==> src/rtl/tdm_sym_fir.sv <==
module tdm_sym_fir #(
  parameter int NCH  = 8,
  parameter int TAPS = 16,
  parameter int PW   = 8,
  parameter int AW   = 12
) (
  input  logic                   clk,
  input  logic                   rst,
  input  logic                   in_valid,
  input  logic [TAPS/2*PW-1:0]   prod,
  input  logic [NCH*TAPS-1:0]    sign_cfg,
  output logic [$clog2(NCH)-1:0] slot_ch,
  output logic                   out_valid,
  output logic [$clog2(NCH)-1:0] out_ch,
  output logic signed [AW-1:0]   out_data
);
  localparam int NPROD = TAPS / 2;
  localparam int CW    = $clog2(NCH);
  localparam logic signed [AW-1:0] MAXV = {1'b0, {(AW-1){1'b1}}};
  localparam logic signed [AW-1:0] MINV = {1'b1, {(AW-1){1'b0}}};

  logic signed [AW-1:0] dl [NCH][TAPS];
  logic signed [AW-1:0] term [TAPS];
  logic [TAPS-1:0] sgn;

  assign sgn = sign_cfg[slot_ch*TAPS +: TAPS];

  function automatic logic signed [AW-1:0] sat_add(input logic signed [AW-1:0] a,
                                                    input logic signed [AW-1:0] b);
    logic signed [AW:0] s;
    s = {a[AW-1], a} + {b[AW-1], b};
    if (s[AW] != s[AW-1]) return s[AW] ? MINV : MAXV;
    return s[AW-1:0];
  endfunction

  always_comb begin
    for (int k = 0; k < TAPS; k++) begin
      int j;
      logic signed [PW-1:0] p;
      logic signed [AW-1:0] ext;
      j = (k < NPROD) ? k : TAPS - 1 - k;
      p = prod[j*PW +: PW];
      ext = {{(AW-PW){p[PW-1]}}, p};
      term[k] = sgn[k] ? -ext : ext;
    end
  end

  always_ff @(posedge clk) begin
    if (rst) begin
      for (int c = 0; c < NCH; c++)
        for (int k = 0; k < TAPS; k++)
          dl[c][k] <= '0;
      slot_ch   <= '0;
      out_valid <= 1'b0;
      out_ch    <= '0;
      out_data  <= '0;
    end else begin
      out_valid <= in_valid;
      if (in_valid) begin
        for (int k = 0; k < TAPS - 1; k++)
          dl[slot_ch][k] <= sat_add(dl[slot_ch][k+1], term[k]);
        dl[slot_ch][TAPS-1] <= term[TAPS-1];
        out_data <= sat_add(dl[slot_ch][1], term[0]);
        out_ch   <= slot_ch;
        slot_ch  <= (slot_ch == CW'(NCH - 1)) ? '0 : slot_ch + 1'b1;
      end
    end
  end

  AST_RESET_QUIET: assert property (@(posedge clk) rst |=> !out_valid && slot_ch == '0);
  AST_SEL_STEP: assert property (@(posedge clk) disable iff (rst)
    in_valid |=> slot_ch == (($past(slot_ch) == CW'(NCH - 1)) ? '0 : $past(slot_ch) + 1'b1));
  AST_SEL_HOLD: assert property (@(posedge clk) disable iff (rst) !in_valid |=> $stable(slot_ch));
  AST_VALID_FOLLOWS: assert property (@(posedge clk) disable iff (rst) in_valid |=> out_valid);
  AST_NO_SPURIOUS: assert property (@(posedge clk) disable iff (rst) !in_valid |=> !out_valid);
  AST_TAG_MATCH: assert property (@(posedge clk) disable iff (rst)
    in_valid |=> out_ch == $past(slot_ch));
endmodule

==> config.mk <==
export PLATFORM = sky130hd
export DESIGN_NAME = tdm_sym_fir
export DESIGN_NICKNAME = d
export VERILOG_FILES = /design/src/rtl/tdm_sym_fir.sv
export SDC_FILE = /design/constraint.sdc
export NUM_CORES = 2
export LEC_CHECK = 0
export BUFFER_PORTS_ARGS = -buffer_cell sky130_fd_sc_hd__buf_4
export CORE_ASPECT_RATIO = 0.9
export CORE_UTILIZATION = 63
export CTS_CLUSTER_DIAMETER = 120
export DETAILED_ROUTE_END_ITERATION = 6
export PLACE_DENSITY = 0.8
export SLEW_MARGIN = 0
export SYNTH_ARGS = -nofsm -noshare
export SYNTH_HDL_FRONTEND = slang
export SYNTH_SLANG_ARGS = --single-unit
==> constraint.sdc <==
create_clock -name clk -period 9.52 [get_ports clk]
set_clock_uncertainty 0.15 [all_clocks]
set_input_delay 0.952 -clock clk [delete_from_list [all_inputs] [get_ports clk]]
set_output_delay 0.952 -clock clk [all_outputs]
set_load 0.02 [all_outputs]
==> impl_metrics.py <==
metrics = {
    "status": {
        "status": "finished with violations",
        "violations": "DRC",
    },
    "clock_tree": {
        "post-cts-setup-buffers": 0,
        "cts_tree": "done",
        "clkTransAtPathRegs_ns": 0.06,
        "max-clock-path-buffers": 3,
        "h-tree-depth": 4,
        "cts_resized": 0,
        "clock_insertion_delay_worst_skew_ns": 0.78,
        "clock_sinks": 1462,
        "holdBufCountCts": 0,
        "cts_buffers": 150,
        "cts_root_buf": "clkbuf_16",
    },
    "setup_path": {
        "cp_num_buf_inv": 3,
        "worstPathCellList": "buf_4, mux4_2, mux2i_2, inv_1, nand2_1, xnor2_1, ha_1, a2111o_1, a31oi_1, o21ai_0, a21oi_1, o31ai_1, buf_4, o21ai_1, nor2_1",
        "startpoint_type": "flip-flop",
        "critPathMaxFanout": 35,
        "critPathSlowestCell": "mux2i_2",
        "worst_path_most_repeated_cell": "buf_4",
        "required_ns": 9.86,
        "critPathKind": "reg2reg",
        "critical-path-top-delay-family": "compound AO/OA/AOI/OAI gates",
        "end_kind": "flip-flop",
        "cpPeakStageDelay_ns": 0.98,
        "crit_arrival_ns": 6.55,
    },
    "logic_synthesis": {
        "synthArstFlopShare_pct": 0,
        "yosys-top-cells-area": "edfxtp_1, mux4_2, nor2_1",
        "seq_area_frac_synth_pct": 57.0,
        "syn-num-nets": 6240,
        "yosysMostFrequentCell": "edfxtp_1",
        "yosysTopAreaCellShare_pct": 56.4,
        "synth.top_cells.by_count": "edfxtp_1, nor2_1, mux4_2",
        "synthDistinctLibCells": 111,
        "synth-edff-count": 1440,
        "yosys_register_bits": 1462,
        "synth_area_leader_cell": "edfxtp_1",
        "syn_inst": 5840,
        "avgSynthCellArea_um2": 13.1,
        "synthFlopType": "edfxtp_1",
        "syn-cell-area_um2": 76600,
        "yosys_warnings": 0,
    },
    "timing": {
        "worst_pin_slew_ns": 1.41,
        "setup_viol": 0,
        "fin_crit_ns": 6.21,
        "hold_viol": 0,
        "fin_crit_sh_pct": 65.2,
        "fmax_mhz": 161,
        "final.setup.worst_slack_ns": 3.31,
        "relSlewSlack_pct": 5.21,
        "rsz0062_at_grt": "false",
        "fin_tns_setup_ns": 0,
        "maxSlewViolCount": 0,
    },
    "floorplanning": {
        "dieHeight_um": 333,
        "std_cell_rows": 121,
        "pin_count": 214,
        "fp.dieW_um": 370,
        "dieArea_um2": 123000,
        "core_um2": 121000,
        "start_util_pct": 63.4,
    },
    "grt": {
        "overflow": 0,
        "grt_pass1_wl_um": 306000,
        "grt_max_degree": 138,
        "grt_pass1_vias": 51300,
        "gr-usage-all-layers_pct": 33.0,
        "antenna_found_initial": 3,
    },
    "route": {
        "ant_nets": 0,
        "dr.pass1.iters": 7,
        "vias_per_cell": 6.68,
        "vias": 51000,
        "drt_iter0_drc": 6230,
        "wire_per_inst_um": 26.5,
        "wirelength_um": 203000,
        "drc": 22,
    },
    "power": {
        "power_mw": 19.7,
        "powerDensity_nw_per_um2": 233,
        "worst_ir_drop_vdd_mv": 0.183,
        "power.leakage_nw": 30.7,
    },
    "placed_design": {
        "port_buffers": 213,
        "dp_slack_ns": 3.49,
        "place.gp.congestion": 0.933,
        "dp_hpwl_um": 119000,
        "dp.cells": 7365,
    },
    "finish": {
        "fillers": 8000,
        "layout-drive-gt1-share_pct": 22.8,
        "finalCoreUtilization_pct": 69.9,
        "fin_nets": 6318,
        "final_cells": 7639,
        "area_delta_synth_final_pct": 10.1,
    },
    "worst_hold_path": {
        "min_path_type": "reg2reg",
    },
    "flow_run": {
        "max_cap_viol_count": 0,
    },
}
final cells by class:
type,instances,area (µm²),area share [%]
Antenna cell,3,7.51,0.00889
Clock buffer,191,4040,4.78
Clock inverter,80,727,0.861
Inverter,67,251,0.298
Multi-Input combinational cell,3943,31300,37.1
Sequential cell,1462,43700,51.8
Tap cell,1599,2000,2.37
Timing Repair Buffer,294,2390,2.84
metal layers:
layer	share of wire [%]	GRT usage, %	vias up
met5	0	0	-
met4	3.2	11.2	0
met3	11	5.53	475
met2	49	54.1	3113
met1	37	45.0	25300
li1	-	-	22100
placed cells by master (no fill, tap or decap), drive strengths merged, types with 9 or more instances in the layout:
cell	synthesis	routed
and3	16	16
nor3b	19	19
o21a	27	27
xor2	129	129
a211oi	37	37
o211a	17	17
nor4	12	12
buf	150	294
and2	19	19
edfxtp	1440	1440
mux2	257	257
xnor2	90	90
clkinv	1	56
nor3	90	90
nor2b	21	21
a21o	47	47
nand3	48	48
clkbuf	218	191
bufinv	0	11
a21oi	233	233
a2111oi	10	10
a211o	9	9
nand2b	27	27
inv	66	74
nor2	1456	1456
ha	190	190
maj3	11	11
or2	10	10
dfxtp	22	22
a221oi	10	10
fa	15	15
o31ai	25	25
nand2	146	146
o21bai	11	11
a221o	13	13
o21ai	353	353
a31oi	46	46
o211ai	14	14
mux4	384	384
mux2i	35	35
worst paths after layout:
check        depth (start not counted)  slack (ns)                     start                        to
min                                  2        0.34  out_data[7]$_SDFFE_PP0P_  out_data[7]$_SDFFE_PP0P_
max reg2reg                         15        3.31   slot_ch[0]$_SDFFE_PP0P_   dl[5][54]$_SDFFCE_PN0P_
min reg2reg                          2        0.34  out_data[7]$_SDFFE_PP0P_  out_data[7]$_SDFFE_PP0P_
max                                 15        3.31   slot_ch[0]$_SDFFE_PP0P_   dl[5][54]$_SDFFCE_PN0P_
worst register-to-register path: stages (launching register included):
cell,delay (ns)
dfxtp_2,0.49
buf_4,0.58
mux4_2,0.63
mux2i_2,0.98
inv_1,0.35
nand2_1,0.19
xnor2_1,0.08
ha_1,0.22
a2111o_1,0.36
a31oi_1,0.26
o21ai_0,0.17
a21oi_1,0.29
o31ai_1,0.25
buf_4,0.23
o21ai_1,0.56
nor2_1,0.12
power by group:
group          switching [mW]  internal [mW]
logic                    4.08           2.16
registers               0.124           7.50
clock network            2.50           3.30
metrics by stage:
step | cell area [µm²] | hold slack, ns
floorplan | 76600 | 0.396
detailed placement | 79600 | 0.328
global route | 84400 | 0.348
CTS | 84400 | 0.340
finish | 84400 | 0.338
global placement | 79600 | 0.326
registers in the layout, summed over array words and instances (netlist names), named ones only:
signal and cells:
dl 1440, slot_ch 3, out_valid 1, out_data 12, out_ch 3
kinds of logic after synthesis:
group / share of synthesized area (%)
DFF: 57.0
xor gates and xnor gates: 2.50
and+or+nand+nor: 10.2
AOI/OAI and AO/OA: 8.76
buffers and inverters: 2.39
muxes: 15.5
adders and majority gates: 3.64
Power figures use the tool's default switching activity.
